### config.mk
export PLATFORM = sky130hd
export DESIGN_NAME = sweep_unit
export DESIGN_NICKNAME = d
export VERILOG_FILES = /design/src/rtl/sweep_pkg.sv /design/src/rtl/sweep_regs.sv /design/src/rtl/sweep_divider.sv /design/src/rtl/sweep_core.sv /design/src/rtl/sweep_unit.sv
export SDC_FILE = /design/constraint.sdc
export NUM_CORES = 1
export LEC_CHECK = 0
export BUFFER_PORTS_ARGS = -buffer_cell sky130_fd_sc_hd__buf_2
export CORE_ASPECT_RATIO = 0.5
export CORE_MARGIN = 2
export CORE_UTILIZATION = 23
export CTS_CLUSTER_DIAMETER = 80
export DETAILED_ROUTE_END_ITERATION = 10
export HOLD_SLACK_MARGIN = 0.15
export SLEW_MARGIN = 20
export SYNTH_ARGS = -nofsm -noshare
export SYNTH_HDL_FRONTEND = slang
export SYNTH_SLANG_ARGS = --single-unit
export TNS_END_PERCENT = 10
### constraint.sdc
create_clock -name clk -period 3.9 [get_ports clk]
set_input_delay 0.78 -clock clk [delete_from_list [all_inputs] [get_ports clk]]
set_output_delay 0.78 -clock clk [all_outputs]
set_load 0.02 [all_outputs]
### src/rtl/sweep_pkg.sv
package sweep_pkg;
  localparam int CALC_W   = 16;
  localparam int EN_BIT   = 7;
  localparam int NEG_BIT  = 3;
  localparam int DIV_LSB  = 4;
  localparam int SHIFT_W  = 3;
  localparam int DIV_W    = 3;

  // shifted copy of the programmed period
  function automatic logic [CALC_W-1:0] sweep_delta(
    input logic [CALC_W-1:0] raw,
    input logic [SHIFT_W-1:0] sh
  );
    return raw >> sh;
  endfunction

  // candidate period; a wrap or overflow lands at or above the range limit
  function automatic logic [CALC_W-1:0] sweep_target(
    input logic [CALC_W-1:0] cur,
    input logic [CALC_W-1:0] delta,
    input logic              neg,
    input logic              twos
  );
    logic [CALC_W-1:0] addend;
    addend = neg ? (~delta + (twos ? CALC_W'(1) : CALC_W'(0))) : delta;
    return cur + addend;
  endfunction
endpackage

### src/rtl/sweep_regs.sv
module sweep_regs #(
  parameter int PERIOD_W = 11,
  parameter int LO_W     = 8
) (
  input  logic                clk,
  input  logic                rst_n,
  input  logic                ctrl_wr,
  input  logic [7:0]          ctrl_data,
  input  logic                plo_wr,
  input  logic [7:0]          plo_data,
  input  logic                phi_wr,
  input  logic [7:0]          phi_data,
  output logic [7:0]          ctrl_q,
  output logic [PERIOD_W-1:0] raw_q
);
  localparam int HI_W = PERIOD_W - LO_W;

  logic unused_hi;
  assign unused_hi = ^phi_data[7:HI_W];

  always_ff @(posedge clk) begin
    if (!rst_n) begin
      ctrl_q <= '0;
      raw_q  <= '0;
    end else begin
      if (ctrl_wr) ctrl_q <= ctrl_data;
      if (plo_wr)  raw_q[LO_W-1:0] <= plo_data[LO_W-1:0];
      if (phi_wr)  raw_q[PERIOD_W-1:LO_W] <= phi_data[HI_W-1:0];
    end
  end

  AST_RAW_HOLD: assert property (@(posedge clk) disable iff (!rst_n)
    (!plo_wr && !phi_wr) |=> $stable(raw_q));
endmodule

### src/rtl/sweep_divider.sv
module sweep_divider #(
  parameter int DIV_W = 3
) (
  input  logic             clk,
  input  logic             rst_n,
  input  logic             half_tick,
  input  logic             ctrl_wr,
  input  logic [DIV_W-1:0] div_load,
  output logic             fire_o
);
  logic [DIV_W-1:0] cnt_q;
  logic             reload_q;
  logic             expired;

  assign expired = (cnt_q == '0);
  assign fire_o  = half_tick && expired;

  always_ff @(posedge clk) begin
    if (!rst_n) begin
      cnt_q    <= '0;
      reload_q <= 1'b0;
    end else begin
      if (half_tick) begin
        if (expired || reload_q) cnt_q <= div_load;
        else                     cnt_q <= cnt_q - DIV_W'(1);
        reload_q <= 1'b0;
      end
      if (ctrl_wr) reload_q <= 1'b1;
    end
  end

  AST_DIV_COUNTS_DOWN: assert property (@(posedge clk) disable iff (!rst_n)
    (half_tick && !fire_o && !reload_q) |=> (cnt_q == $past(cnt_q) - DIV_W'(1)));
  AST_DIV_IDLE_HOLD: assert property (@(posedge clk) disable iff (!rst_n)
    !half_tick |=> $stable(cnt_q));
  AST_RELOAD_MARKED: assert property (@(posedge clk) disable iff (!rst_n)
    ctrl_wr |=> reload_q);
endmodule

### src/rtl/sweep_core.sv
module sweep_core
  import sweep_pkg::*;
#(
  parameter int PERIOD_W   = 11,
  parameter int LO_W       = 8,
  parameter int MIN_PERIOD = 8,
  parameter bit NEG_TWOS   = 1'b0
) (
  input  logic                clk,
  input  logic                rst_n,
  input  logic                fire,
  input  logic                en,
  input  logic                neg,
  input  logic [SHIFT_W-1:0]  shift,
  input  logic [PERIOD_W-1:0] raw,
  input  logic                plo_wr,
  input  logic [7:0]          plo_data,
  input  logic                phi_wr,
  input  logic [7:0]          phi_data,
  output logic [PERIOD_W-1:0] period_q,
  output logic                mute_q
);
  localparam int HI_W = PERIOD_W - LO_W;

  logic                attempt;
  logic [CALC_W-1:0]   delta;
  logic [CALC_W-1:0]   target;
  logic                over;
  logic [PERIOD_W-1:0] swept;
  logic [PERIOD_W-1:0] period_d;
  logic                mute_d;
  logic                unused_hi;

  assign unused_hi = ^phi_data[7:HI_W];

  assign attempt = fire && en && (shift != '0) && (period_q >= PERIOD_W'(MIN_PERIOD));
  assign delta   = sweep_delta(CALC_W'(raw), shift);
  assign target  = sweep_target(CALC_W'(period_q), delta, neg, NEG_TWOS);
  assign over    = |target[CALC_W-1:PERIOD_W];
  assign swept   = (attempt && !over) ? target[PERIOD_W-1:0] : period_q;

  always_comb begin
    period_d = swept;
    if (plo_wr) period_d[LO_W-1:0] = plo_data[LO_W-1:0];
    if (phi_wr) period_d[PERIOD_W-1:LO_W] = phi_data[HI_W-1:0];
    mute_d = mute_q;
    if (attempt) mute_d = over || (target < CALC_W'(MIN_PERIOD));
  end

  always_ff @(posedge clk) begin
    if (!rst_n) begin
      period_q <= '0;
      mute_q   <= 1'b0;
    end else begin
      period_q <= period_d;
      mute_q   <= mute_d;
    end
  end

  AST_MUTE_ONLY_ON_STEP: assert property (@(posedge clk) disable iff (!rst_n)
    !fire |=> $stable(mute_q));
  AST_PERIOD_QUIET: assert property (@(posedge clk) disable iff (!rst_n)
    (!fire && !plo_wr && !phi_wr) |=> $stable(period_q));
  AST_OVER_MUTES: assert property (@(posedge clk) disable iff (!rst_n)
    (attempt && over) |=> mute_q);
  AST_OVER_KEEPS_PERIOD: assert property (@(posedge clk) disable iff (!rst_n)
    (attempt && over && !plo_wr && !phi_wr) |=> $stable(period_q));
endmodule

### src/rtl/sweep_unit.sv
module sweep_unit
  import sweep_pkg::*;
#(
  parameter int PERIOD_W   = 11,
  parameter int MIN_PERIOD = 8,
  parameter bit NEG_TWOS   = 1'b0
) (
  input  logic                clk,
  input  logic                rst_n,
  input  logic                ctrl_wr,
  input  logic [7:0]          ctrl_data,
  input  logic                plo_wr,
  input  logic [7:0]          plo_data,
  input  logic                phi_wr,
  input  logic [7:0]          phi_data,
  input  logic                half_tick,
  output logic [PERIOD_W-1:0] period,
  output logic                mute
);
  localparam int LO_W = 8;

  logic [7:0]          ctrl_q;
  logic [PERIOD_W-1:0] raw_q;
  logic                sweep_fire;
  logic                sweep_en;
  logic                sweep_neg;
  logic [SHIFT_W-1:0]  sweep_shift;
  logic [DIV_W-1:0]    sweep_div;

  assign sweep_en    = ctrl_q[EN_BIT];
  assign sweep_neg   = ctrl_q[NEG_BIT];
  assign sweep_shift = ctrl_q[SHIFT_W-1:0];
  assign sweep_div   = ctrl_q[DIV_LSB +: DIV_W];

  sweep_regs #(.PERIOD_W(PERIOD_W), .LO_W(LO_W)) u_regs (
    .clk(clk), .rst_n(rst_n),
    .ctrl_wr(ctrl_wr), .ctrl_data(ctrl_data),
    .plo_wr(plo_wr), .plo_data(plo_data),
    .phi_wr(phi_wr), .phi_data(phi_data),
    .ctrl_q(ctrl_q), .raw_q(raw_q)
  );

  sweep_divider #(.DIV_W(DIV_W)) u_div (
    .clk(clk), .rst_n(rst_n),
    .half_tick(half_tick), .ctrl_wr(ctrl_wr),
    .div_load(sweep_div), .fire_o(sweep_fire)
  );

  sweep_core #(
    .PERIOD_W(PERIOD_W), .LO_W(LO_W),
    .MIN_PERIOD(MIN_PERIOD), .NEG_TWOS(NEG_TWOS)
  ) u_core (
    .clk(clk), .rst_n(rst_n),
    .fire(sweep_fire), .en(sweep_en), .neg(sweep_neg), .shift(sweep_shift),
    .raw(raw_q),
    .plo_wr(plo_wr), .plo_data(plo_data),
    .phi_wr(phi_wr), .phi_data(phi_data),
    .period_q(period), .mute_q(mute)
  );
endmodule

# Word level (Yosys, flattened, before mapping)
# Cells that the tools add are included.
# W data, S select, Z words.
[word_totals]
register_bits = 35
in_bits = 30
output_inout_bits = 12
word_cells = 35
[op_classes]
add_sub_neg = 2
order_cmp = 2
shifts = 1
muxes = 7
n_bitwise = 1
n_reduce_logical = 14
[ops]
columns = ["cell", "count"]
rows = [
  ["$add A11 B16 Y16", 1],
  ["$lt A16 B4 Y1 const B", 1],
  ["$mux W16", 1],
  ["$not A16 Y16", 1],
  ["$shr A11 B3 Y16", 1],
  ["$ge A11 B4 Y1 const B", 1],
  ["$mux W11", 1],
  ["$mux W8", 1],
  ["$mux W3", 2],
  ["$reduce_bool A2 Y1", 3],
  ["$logic_and A1 B1 Y1", 5],
  ["$reduce_or A5 Y1", 1],
  ["$logic_not A3 Y1", 1],
  ["$reduce_bool A3 Y1", 1],
  ["$sub A3 B1 Y3 const B", 1],
  ["$logic_or A1 B1 Y1", 2],
  ["$mux W1", 2],
  ["$logic_not A1 Y1", 1],
]

# Longest topological paths before layout
# Gate-level depths: netlist of the first run.
[depth]
word_depth = 9
mapped_depth = 16
ltp_nobuf = 13

# Hierarchy
# A second synthesis of the first run with hierarchy kept.
[hier_totals]
cells_unflattened = 301
area_unflattened_um2 = 2531.2
[by_module_without_submodules]
columns = ["module", "n_inst", "cells_each", "area_per_inst_um2", "seq_area_each_um2"]
rows = [
  ["sweep_core", 1, 209, 1570.3, 240.2],
  ["sweep_regs", 1, 60, 709.4, 380.4],
  ["sweep_divider", 1, 32, 251.5, 80.1],
]

# Worst setup path after synthesis of the first run
# OpenSTA, ideal clock, no wires.
[synth_path]
path_type = "register -> register"
startpoint = "reg u_regs.ctrl_q[1]"
endpoint = "reg u_core.period_q[9]"
setup_ps = 62
arrival_ps = 3450
required_time_ps = 3838
path_slack_ps = 388
stages_incl_launch_ff = 14
n_path_buf = 2
period_less_slack_ps = 3512
path_cell_list = "dfxtp_1 clkbuf_1 buf_1 mux2i_1 o22ai_1 a21oi_1 xnor2_1 ha_1 a211oi_4 o211ai_4 a221oi_2 o211ai_4 or4_1 nand3_1"
[synth_between]
elab_chain_cells = 8
word_cells_on_any_way = 13
classes_between = "1 x add/sub; 1 x shift; 3 x mux; 1 x bitwise; 7 x reduce/logical"
[synth_lines]
columns = ["element", "line", "text"]
rows = [
  ["start: declaration", "sweep_regs.sv:13", "output logic [7:0] ctrl_q,"],
  ["start signal: assignment", "sweep_regs.sv:26", "if (ctrl_wr) ctrl_q <= ctrl_data;"],
  ["$shr A11 B3 Y16", "sweep_pkg.sv:14", "return raw >> sh;"],
  ["$not A16 Y16", "sweep_pkg.sv:25", "addend = neg ? (~delta + (twos ? CALC_W'(1) : CALC_W'(0))) : delta;"],
  ["$mux W16", "sweep_pkg.sv:25", ""],
  ["$add A11 B16 Y16", "sweep_pkg.sv:26", "return cur + addend;"],
  ["$reduce_or A5 Y1", "sweep_core.sv:39", "assign over = |target[CALC_W-1:PERIOD_W];"],
  ["$logic_not A1 Y1", "sweep_core.sv:40", "assign swept = (attempt && !over) ? target[PERIOD_W-1:0] : period_q;"],
  ["$logic_and A1 B1 Y1", "sweep_core.sv:40", ""],
  ["$reduce_bool A2 Y1 (no source line)", "--", ""],
  ["end signal: assignment", "sweep_core.sv:55", "period_q <= period_d;"],
  ["end: declaration", "sweep_core.sv:20", "output logic [PERIOD_W-1:0] period_q,"],
]
# Several ways; a longest one is shown, not always the timed one. The select of a mux whose other input is x is not followed.
# A chain may end at the register's enable or synchronous reset.

# Worst setup path in the final report of the first run
[layout_path]
startpoint = "reg u_regs.ctrl_q[1]"
endpoint = "reg u_core.period_q[8]"
# The elaborated chain is that of the path after synthesis.

==> summary.md, run 1 <==
| Metric | Value |
|---|---|
| Crit path max fanout | `16` |
| Hold Path Stages | `2` |
| Arr. time, crit path | `3.77 ns` |
| Peak VDD IR | `0.0001524 V` |
| GRT Total Usage | `10.69%` |
| Worst Skew | `0.007049 ns` |
| First-pass GRT wire length | `10110 um` |
| Avg WL per Cell | `12.95 um` |
| Vias in the first global route | `2042` |
| Ports | `42` |
| Reg2reg path depth | `11` |
| Mapped Cells | `289` |
| Buffers added on ports | `36` |
| Crit path largest cell delay | `0.49 ns` |
| Tightest Pin Transition | `0.6134 ns` |
| Synth warnings | `0` |
| Nets | `367` |
| Via density | `4.648` |
| # setup viols final | `0` |
| Sequential cell area fraction in the yosys report | `27.92%` |
| Crit end category | `flip-flop` |
| Setup crit start kind | `flip-flop` |
| CTS tree | `built` |
| Routed Antenna Nets | `0` |
| HP Start | `u_div.cnt_q[0]` |
| Clock Sinks | `35` |
| Reg2reg start | `u_regs.ctrl_q[1]` |
| Most frequent cells after synthesis | `mux2i_1, nor2_1, dfxtp_1` |
| Area growth syn-to-layout | `19.04%` |
| H-tree depth | `2` |
| DR vias | `2152` |
| Top post-synthesis cells by area | `dfxtp_1, mux2i_1, ha_1` |
| Chip height | `77.87 um` |
| Fmax | `278.3 MHz` |
| Share of cells above drive strength 1 | `18.89%` |
| Die X | `151.7 um` |
| P_leak | `1.311 nW` |
| DR iter-0 viols | `111` |
| Worst-path cell chain | `mux2i_1 -> mux2i_1 -> mux2i_1 -> xnor2_1 -> ha_1 -> a211oi_2 -> o211ai_4 -> a32o_2 -> o211ai_4 -> nor2_1 -> o311a_1` |
| Mapped cell area | `2510 um2` |
| Yosys reg bits | `35` |
| CTS buffer count | `5` |
| Largest net degree at the start of global routing | `27` |
| Worst R2R End | `u_core.period_q[8]` |
| CP top delay family | `compound AO/OA/AOI/OAI gates` |
| Critical-path top delay cell | `dfxtp_2` |
| Initial Util | `24.11%` |
| Crit path kind | `flip-flop to flip-flop` |
| Syn avg cell area | `8.685 um2` |
| PwrDens | `380.1 nW/um2` |
| Std-Cell Rows | `26` |
| DR DRC count | `0` |
| CTS root buffer | `clkbuf_16` |
| Slew margin rel. | `59.05%` |
| Clock Pin Slew Worst Setup and Hold Paths | `0.06 ns` |
| Yosys top cell area share | `27.92%` |
| Grt ovf | `0` |
| RSZ-0062 raised after global routing | `no` |
| Worst path most repeated cell | `mux2i_1` |
| Async S/R FF share, synth | `0%` |
| Synth Net Count | `334` |
| Max Cap Viol | `0` |
| Synth Flop Type | `dfxtp_1` |
| Drt first pass iters | `4` |
| Most frequent cell after synthesis | `mux2i_1` |
| Detail Placement HPWL | `4589 um` |
| Final Power | `1.136 mW` |
| CP bufs+invs | `0` |
| Initial antenna violation count | `1` |
| Min-delay worst type | `flip-flop to flip-flop` |
| Tmin final | `3.593 ns` |
| Hold Fails Final Rpt | `0` |
| Latest clock arrival within the worst-skew pair | `0.29 ns` |
| Worst Hold End | `u_div.cnt_q[0]` |
| Max Slew Vio Count | `0` |
| Status | `complete, no violations` |
| Post-CTS Hold Fix Bufs | `0` |
| Post-synth top area cell | `dfxtp_1` |
| Hold slack | `0.4740 ns` |
| Critical Path RT | `4.07 ns` |
| Clk buf depth | `2` |
| Netlist cell types | `53` |
| Post-synth EDFFs | `0` |
| GP Congestion | `0.8011` |
| Total wire length | `5996 um` |
| Setup TNS | `0 ns` |
| Die ar. | `11810 um2` |
| Period Utilization, post-route | `92.12%` |
| R2R Setup Slk | `0.31 ns` |
| Ant diodes | `0` |
| CORE AREA | `10410 um2` |
-- sequential cells by signal (all words and copies together), names as in the netlist --
| name | flops |
|---|---|
| u_core.mute_q | 1 |
| u_div.reload_q | 1 |
| u_core.period_q | 11 |
| u_regs.raw_q | 11 |
| u_regs.ctrl_q | 8 |
| u_div.cnt_q | 3 |
-- through the flow --
| stage | setup WS (ns) | std cells | instance area, um2 | util [%] |
|---|---|---|---|---|
| floorplan | 0.3876 | 289 | 2510 | - |
| global placement | 0.2095 | 455 | 2836 | 27.25 |
| detailed placement | 0.1463 | 455 | 2836 | 27.25 |
| CTS | 0.1106 | 463 | 2987 | 28.69 |
| global route | 0.01453 | 463 | 2988 | 28.70 |
| finish | 0.3072 | 463 | 2988 | 28.70 |
-- area by class of cell --
type | instances | area [um2]
Clock inverter | 3 | 25.02
Sequential cell | 35 | 701.9
Timing Repair Buffer | 41 | 217.7
Multi-Input combinational cell | 228 | 1702
Fill cell | 1117 | 7422
Clock buffer | 5 | 125.1
Tap cell | 140 | 175.2
Inverter | 11 | 41.29
-- layer usage --
| metal | global-route usage (%) | wire length [um] | vias up |
|---|---|---|---|
| met5 | 0 | 0 | - |
| met4 | 3.704 | 85 | 0 |
| met3 | 2.000 | 170 | 8 |
| met2 | 17.34 | 2799 | 27 |
| met1 | 14.18 | 2940 | 1002 |
| li1 | - | - | 1115 |
-- worst max path at each step --
| stage | from | endpoint | slack, ns | cells after the start |
|---|---|---|---|---|
| finish | u_regs.ctrl_q[1] | u_core.period_q[8] | 0.31 | 11 |
| global route | u_regs.ctrl_q[1] | u_core.period_q[8] | 0.01 | 11 |
| CTS | u_regs.ctrl_q[1] | u_core.period_q[5] | 0.11 | 11 |
| detailed placement | u_regs.ctrl_q[1] | u_core.period_q[8] | 0.15 | 11 |
| global placement | u_regs.ctrl_q[1] | u_core.period_q[8] | 0.21 | 11 |
| floorplan | u_regs.ctrl_q[1] | u_core.period_q[9] | 0.39 | 13 |
-- worst register-to-register path, stage by stage, from the launching register on --
cell	delay, ns
dfxtp_2	0.49
mux2i_1	0.33
mux2i_1	0.15
mux2i_1	0.20
xnor2_1	0.23
ha_1	0.33
a211oi_2	0.36
o211ai_4	0.15
a32o_2	0.33
o211ai_4	0.46
nor2_1	0.12
o311a_1	0.33
-- placed cells by master, fill, tap and decap left out, types with 2 or more instances in the layout --
| master | synthesis | final |
|---|---|---|
| mux2i_1 | 41 | 41 |
| nor2_1 | 39 | 39 |
| buf_2 | 2 | 36 |
| dfxtp_1 | 35 | 34 |
| a21oi_1 | 18 | 18 |
| ha_1 | 14 | 14 |
| xnor2_1 | 12 | 12 |
| o21ai_0 | 12 | 12 |
| nand2_1 | 10 | 10 |
| inv_1 | 8 | 8 |
| nand3_1 | 8 | 8 |
| a211oi_1 | 7 | 7 |
| xor2_1 | 5 | 5 |
| nor3_1 | 5 | 5 |
| o211ai_1 | 5 | 5 |
| clkbuf_16 | 0 | 5 |
| buf_4 | 0 | 5 |
| a21o_1 | 4 | 4 |
| clkinv_1 | 3 | 3 |
| and2_1 | 3 | 3 |
| nor2b_1 | 3 | 3 |
| nand4b_1 | 3 | 3 |
| o21a_1 | 3 | 3 |
| nand4_1 | 3 | 3 |
| nor4b_1 | 2 | 2 |
| o211ai_4 | 2 | 2 |
| nor4_1 | 2 | 2 |
| nand2b_1 | 2 | 2 |
| o311ai_0 | 2 | 2 |
| clkinv_4 | 0 | 2 |
-- report_power, final --
part	internal (mW)	switching [mW]
sequential	0.382	0.0252
combinational	0.141	0.188
clock	0.239	0.162
-- kinds of logic (layout without fill, tap and decap cells) --
logic type | count (synthesis) | count (layout) | synth area share [%]
AO/OA/AOI/OAI | 66 | 66 | 19.49
XOR/XNOR | 17 | 17 | 5.932
adder cells (fa/ha/maj) | 15 | 15 | 7.777
buffers and inverters | 26 | 60 | 4.287
flip-flops | 35 | 35 | 27.92
multiplexers | 43 | 43 | 17.70
AND/OR/NAND/NOR | 87 | 87 | 16.90
-- timing repair --
item	CTS	global route
buffers inserted	0	0
setup endpoints to repair	0	11
resized for setup	0	1
Note: power is estimated with default switching activity, not from simulation.
==> run 2: changes to the inputs <==
--- a/config.mk
+++ b/config.mk
@@ -10,8 +10,10 @@
 export CORE_MARGIN = 2
 export CORE_UTILIZATION = 23
 export CTS_CLUSTER_DIAMETER = 80
+export CTS_CLUSTER_SIZE = 24
 export DETAILED_ROUTE_END_ITERATION = 10
 export HOLD_SLACK_MARGIN = 0.15
+export PLACE_DENSITY = 0.36
 export SLEW_MARGIN = 20
 export SYNTH_ARGS = -nofsm -noshare
 export SYNTH_HDL_FRONTEND = slang
==> run 2 against run 1 <==
Global-route usage grew 1.9 points. Clock-buffer cell count unchanged. Sequential power is essentially flat. First-iteration DRC count grew 8.1%. Hold slack worse by 0.0047 ns. Clock power down 3%. Sequential share of layout area down 0.18 points. Non-clock buffer count rose by 2. Utilization is 0.22 points higher. Maximum frequency decreased by 0.77%. Total power up 0.14%. Critical endpoint unchanged.
==> summary.md, run 2 (synthesis gave the netlist of run 1 again) <==
| Metric | Value |
|---|---|
| Tightest Pin Transition | `0.5579 ns` |
| Routed Antenna Nets | `0` |
| Chip height | `77.87 um` |
| DR iter-0 viols | `120` |
| Area of the multi-input gates | `1702 um2` |
| Period Utilization, post-route | `92.84%` |
| Post-CTS Resized | `0` |
| Initial antenna violation count | `0` |
| Max Slew Vio Count | `0` |
| Clk buf depth | `2` |
| Vias in the first global route | `2163` |
| Ports | `42` |
| Critical Path RT | `4.07 ns` |
| PwrDens | `377.7 nW/um2` |
| Crit path kind | `flip-flop to flip-flop` |
| Buffers added on ports | `36` |
| Avg WL per Cell | `14.87 um` |
| CTS root buffer | `clkbuf_16` |
| Post-layout util | `28.92%` |
| P_leak | `1.320 nW` |
| Latest clock arrival within the worst-skew pair | `0.28 ns` |
| RSZ-0062 raised after global routing | `no` |
| Status | `complete, no violations` |
| Via density | `4.727` |
| # setup viols final | `0` |
| Slew margin rel. | `62.63%` |
| Peak VDD IR | `0.0001503 V` |
| Filler instances | `1145` |
| H-tree depth | `2` |
| Post-CTS Setup Inserts | `0` |
| Nets | `369` |
| Storage cell area | `701.9 um2` |
| DR DRC count | `0` |
| Top Registers | `u_core.period_q (11), u_regs.raw_q (11), u_regs.ctrl_q (8)` |
| Post-CTS Hold Fix Bufs | `0` |
| Detail Placement HPWL | `5569 um` |
| Worst Skew | `0.004429 ns` |
| Setup TNS | `0 ns` |
| Crit end category | `flip-flop` |
| Crit path max fanout | `16` |
| Area growth syn-to-layout | `19.94%` |
| Initial Util | `24.11%` |
| CORE AREA | `10410 um2` |
| Die ar. | `11810 um2` |
| Clock Pin Slew Worst Setup and Hold Paths | `0.06 ns` |
| Drt first pass iters | `4` |
| CTS tree | `built` |
| Hold Fails Final Rpt | `0` |
| Share of cells above drive strength 1 | `19.38%` |
| DR vias | `2198` |
| Max Cap Viol | `0` |
| Arr. time, crit path | `3.79 ns` |
| Min-delay worst type | `flip-flop to flip-flop` |
| Grt ovf | `0` |
| Most frequent cells in the layout | `mux2i_1, nor2_1, buf_2` |
| Clock Sinks | `35` |
| Tmin final | `3.621 ns` |
| Std-Cell Rows | `26` |
| CTS buffer count | `5` |
| GP Congestion | `0.7505` |
| Commonest non-fill, non-tap cell in the layout | `mux2i_1` |
| Fmax | `276.2 MHz` |
| First-pass GRT wire length | `11470 um` |
| Largest net degree at the start of global routing | `27` |
| Total wire length | `6913 um` |
| Ant diodes | `0` |
| Setup crit start kind | `flip-flop` |
| GRT Total Usage | `12.54%` |
| Die X | `151.7 um` |
-- run 2: cell count changes in the layout (fill, tap and decap cells not counted) --
cell,change
buf_4,+1
clkinv_4,-2
clkinv_2,+1
buf_12,+1
clkinvlp_4,+1
-- run 2: layout make-up --
type	instances	area share (%)
Clock inverter	3	0.6650
Clock buffer	5	4.156
Timing Repair Buffer	43	8.146
Tap cell	140	5.819
Inverter	11	1.372
Sequential cell	35	23.32
Multi-Input combinational cell	228	56.53
-- run 2: power by group --
part | switching (mW) | leakage (nW) | total [mW] | internal [mW]
Sequential | 0.0241 | 0.290 | 0.406 | 0.382
Clock | 0.154 | 0.0658 | 0.389 | 0.235
Combinational | 0.198 | 0.964 | 0.342 | 0.144
Total | 0.376 | 1.32 | 1.14 | 0.761
-- run 2: through the flow --
step	area, um2	hold slack (ns)	total power, mW	cells	setup WS (ns)
3_3_place_gp	2864	0.4597	0.7564	457	0.1423
6_report	3010	0.4693	1.137	465	0.2794
5_1_grt	3010	0.4932	1.217	465	0.03438
3_5_place_dp	2864	0.4641	0.7556	457	0.1440
2_1_floorplan	2510	0.4451	0.6589	289	0.3876
4_1_cts	3009	0.4715	1.156	465	0.1033
-- run 2: worst paths after layout --
kind | cells after the start | endpoint | slack, ns | from
worst max-delay path | 11 | u_core.period_q[8] | 0.28 | u_regs.ctrl_q[1]
worst min-delay path | 2 | u_div.cnt_q[0] | 0.47 | u_div.cnt_q[0]
worst max register to register | 11 | u_core.period_q[8] | 0.28 | u_regs.ctrl_q[1]
worst min register to register | 2 | u_div.cnt_q[0] | 0.47 | u_div.cnt_q[0]
-- run 2: layer usage --
layer	part of all wire (%)	wire length, um	global-route usage (%)	up-vias
met3	3.6	248	2.412	8
li1	-	-	-	1118
met2	41	2802	17.61	34
met4	1.5	107	3.889	0
met5	0	0	0	-
met1	54	3755	18.92	1038
-- run 2: critical path, cell delays in order (launching register included) --
cell	delay, ns
dfxtp_2	0.47
mux2i_1	0.34
mux2i_1	0.16
mux2i_1	0.19
xnor2_1	0.25
ha_1	0.34
a211oi_2	0.36
o211ai_4	0.15
a32o_2	0.33
o211ai_4	0.47
nor2_1	0.11
o311a_1	0.34
==> run 3: changes to the inputs <==
--- a/config.mk
+++ b/config.mk
@@ -6,12 +6,13 @@
 export NUM_CORES = 1
 export LEC_CHECK = 0
 export BUFFER_PORTS_ARGS = -buffer_cell sky130_fd_sc_hd__buf_2
+export CAP_MARGIN = 10
 export CORE_ASPECT_RATIO = 0.5
-export CORE_MARGIN = 2
 export CORE_UTILIZATION = 23
 export CTS_CLUSTER_DIAMETER = 80
 export CTS_CLUSTER_SIZE = 24
 export DETAILED_ROUTE_END_ITERATION = 10
+export GPL_TIMING_DRIVEN = 0
 export HOLD_SLACK_MARGIN = 0.15
 export PLACE_DENSITY = 0.36
 export SLEW_MARGIN = 20
==> run 3 against run 2 <==
Final area fell by 0.37%. Highest routed layer unchanged. Sequential cell count did not move. Die area fell by 3.9%. Final cell count rose by 0.65%. Sequential power barely moved. Non-clock buffer count rose by 3. Worst setup slack got worse by 0.073 ns. Clock-buffer cell count rose by 1. Via count fell by 0.41%.
==> summary.md, run 3 (synthesis gave the netlist of run 1 again) <==
| Metric | Value |
|---|---|
| DR DRC count | `0` |
| Slew margin rel. | `53.38%` |
| Worst-path cell chain | `buf_2 -> mux2i_1 -> o22ai_1 -> a21oi_1 -> xnor2_1 -> ha_1 -> a211oi_4 -> o211ai_4 -> a32o_2 -> o211ai_4 -> buf_6 -> mux2i_1 -> a211oi_1` |
| Clock Sinks | `35` |
| Period Utilization, post-route | `94.71%` |
| Area growth syn-to-layout | `19.49%` |
| Grt ovf | `0` |
| Hold Path Stages | `2` |
| Crit path kind | `flip-flop to flip-flop` |
| Total wire length | `7105 um` |
| CTS tree | `built` |
| Die X | `149.7 um` |
| Clock Pin Slew Worst Setup and Hold Paths | `0.06 ns` |
| H-tree depth | `2` |
| Setup crit start kind | `flip-flop` |
| Ports | `42` |
| Setup TNS | `0 ns` |
| Hold slack | `0.4714 ns` |
| Status | `complete, no violations` |
| Reg2reg start | `u_regs.ctrl_q[1]` |
| Nets | `372` |
| Clk buf depth | `2` |
| CTS root buffer | `clkbuf_16` |
| Avg WL per Cell | `15.18 um` |
| Filler instances | `1151` |
| Routed Antenna Nets | `0` |
| CTS buffer count | `5` |
| CORE AREA | `10410 um2` |
| # setup viols final | `0` |
| Hold Fails Final Rpt | `0` |
| Most frequent cells in the layout | `mux2i_1, nor2_1, buf_2` |
| Tmin final | `3.694 ns` |
| DR vias | `2189` |
| Tightest Pin Transition | `0.6993 ns` |
| R2R Setup Slk | `0.21 ns` |
| First-pass GRT wire length | `11460 um` |
| GP Congestion | `0.7155` |
| P_leak | `1.307 nW` |
| Worst Hold End | `u_div.cnt_q[0]` |
| Std-Cell Rows | `26` |
| Reg2reg path depth | `13` |
| DR iter-0 viols | `80` |
| Max Cap Viol | `0` |
| HP Start | `u_div.cnt_q[0]` |
| Fmax | `270.7 MHz` |
| Ant diodes | `0` |
| Worst Skew | `0.005576 ns` |
| Worst R2R End | `u_core.period_q[7]` |
| Initial Util | `24.11%` |
| Drt first pass iters | `4` |
| Peak VDD IR | `0.0001637 V` |
| Critical-path top delay cell | `dfxtp_2` |
| Largest net degree at the start of global routing | `12` |
| Critical Path RT | `4.04 ns` |
| Crit path largest cell delay | `0.43 ns` |
| Min-delay worst type | `flip-flop to flip-flop` |
| Buffers added on ports | `33` |
| Crit end category | `flip-flop` |
| Initial antenna violation count | `0` |
| Share of cells above drive strength 1 | `17.68%` |
| Crit path max fanout | `10` |
| Die ar. | `11360 um2` |
| Detail Placement HPWL | `5824 um` |
| Vias in the first global route | `2200` |
| Chip height | `75.87 um` |
| Commonest non-fill, non-tap cell in the layout | `mux2i_1` |
| RSZ-0062 raised after global routing | `no` |
| Max Slew Vio Count | `0` |
| Top Registers | `u_core.period_q (11), u_regs.raw_q (11), u_regs.ctrl_q (8)` |
| Via density | `4.677` |
| Latest clock arrival within the worst-skew pair | `0.28 ns` |
| Arr. time, crit path | `3.83 ns` |
| GRT Total Usage | `13.31%` |
| Post-CTS Hold Fix Bufs | `0` |
| PwrDens | `378.6 nW/um2` |
[run 3: worst max-delay path by stage]
stage                      from                  to  slack (ns)  cells past startpoint
5_1_grt        u_regs.ctrl_q[2]  u_core.period_q[7]       0.006                     12
4_1_cts        u_regs.ctrl_q[1]  u_core.period_q[7]        0.02                     13
3_5_place_dp   u_regs.ctrl_q[1]  u_core.period_q[7]       -0.30                     14
2_1_floorplan  u_regs.ctrl_q[1]  u_core.period_q[9]        0.39                     13
6_report       u_regs.ctrl_q[1]  u_core.period_q[7]        0.21                     13
3_3_place_gp   u_regs.ctrl_q[1]  u_core.period_q[5]       -0.27                     14
[run 3: worst max-delay path, delay by kind of cell, from the launching register on]
family / cells / cell delay, ns
compound gates: 7 / 1.57
xor+xnor: 1 / 0.20
fa+ha+maj: 1 / 0.37
buf+inv: 2 / 0.49
flops: 1 / 0.43
mux: 2 / 0.47
[run 3: metrics by stage]
step / instance area [um2] / util (%) / power, mW / instances / setup slack, ns
floorplan: 2510 / - / 0.6589 / 289 / 0.3876
global placement: 2850 / 27.38 / 0.7535 / 462 / -0.2692
detailed placement: 2850 / 27.38 / 0.7528 / 462 / -0.3001
CTS: 2989 / 28.71 / 1.145 / 469 / 0.01543
global route: 2999 / 28.81 / 1.208 / 468 / 0.006151
finish: 2999 / 28.81 / 1.136 / 468 / 0.2065
[run 3: cell type report]
| cell class | instances | area (um2) | area share [%] |
|---|---|---|---|
| Multi-Input combinational cell | 228 | 1709 | 56.99 |
| Clock inverter | 2 | 12.51 | 0.4172 |
| Inverter | 11 | 45.04 | 1.502 |
| Clock buffer | 6 | 128.9 | 4.297 |
| Tap cell | 140 | 175.2 | 5.841 |
| Timing Repair Buffer | 33 | 165.2 | 5.507 |
| Buffer | 13 | 61.31 | 2.044 |
| Sequential cell | 35 | 701.9 | 23.40 |
[run 3: metal layers]
layer	vias up	wire length, um	global-route usage, %	part of all wire [%]
met5	-	0	0	0
met4	0	37	2.694	0.52
met3	5	125	2.036	1.8
met2	22	2991	21.55	42
met1	1038	3950	18.83	56
li1	1124	-	-	-
[run 3: power breakdown]
group	switching [mW]	internal [mW]	total (mW)
registers	0.0237	0.382	0.405
clock network	0.151	0.236	0.387
logic	0.203	0.141	0.344
[run 3: timing repair]
action | CTS | global route
resized for setup | 1 | 5
buffers inserted | 0 | 0
endpoints found under the setup margin | 12 | 9
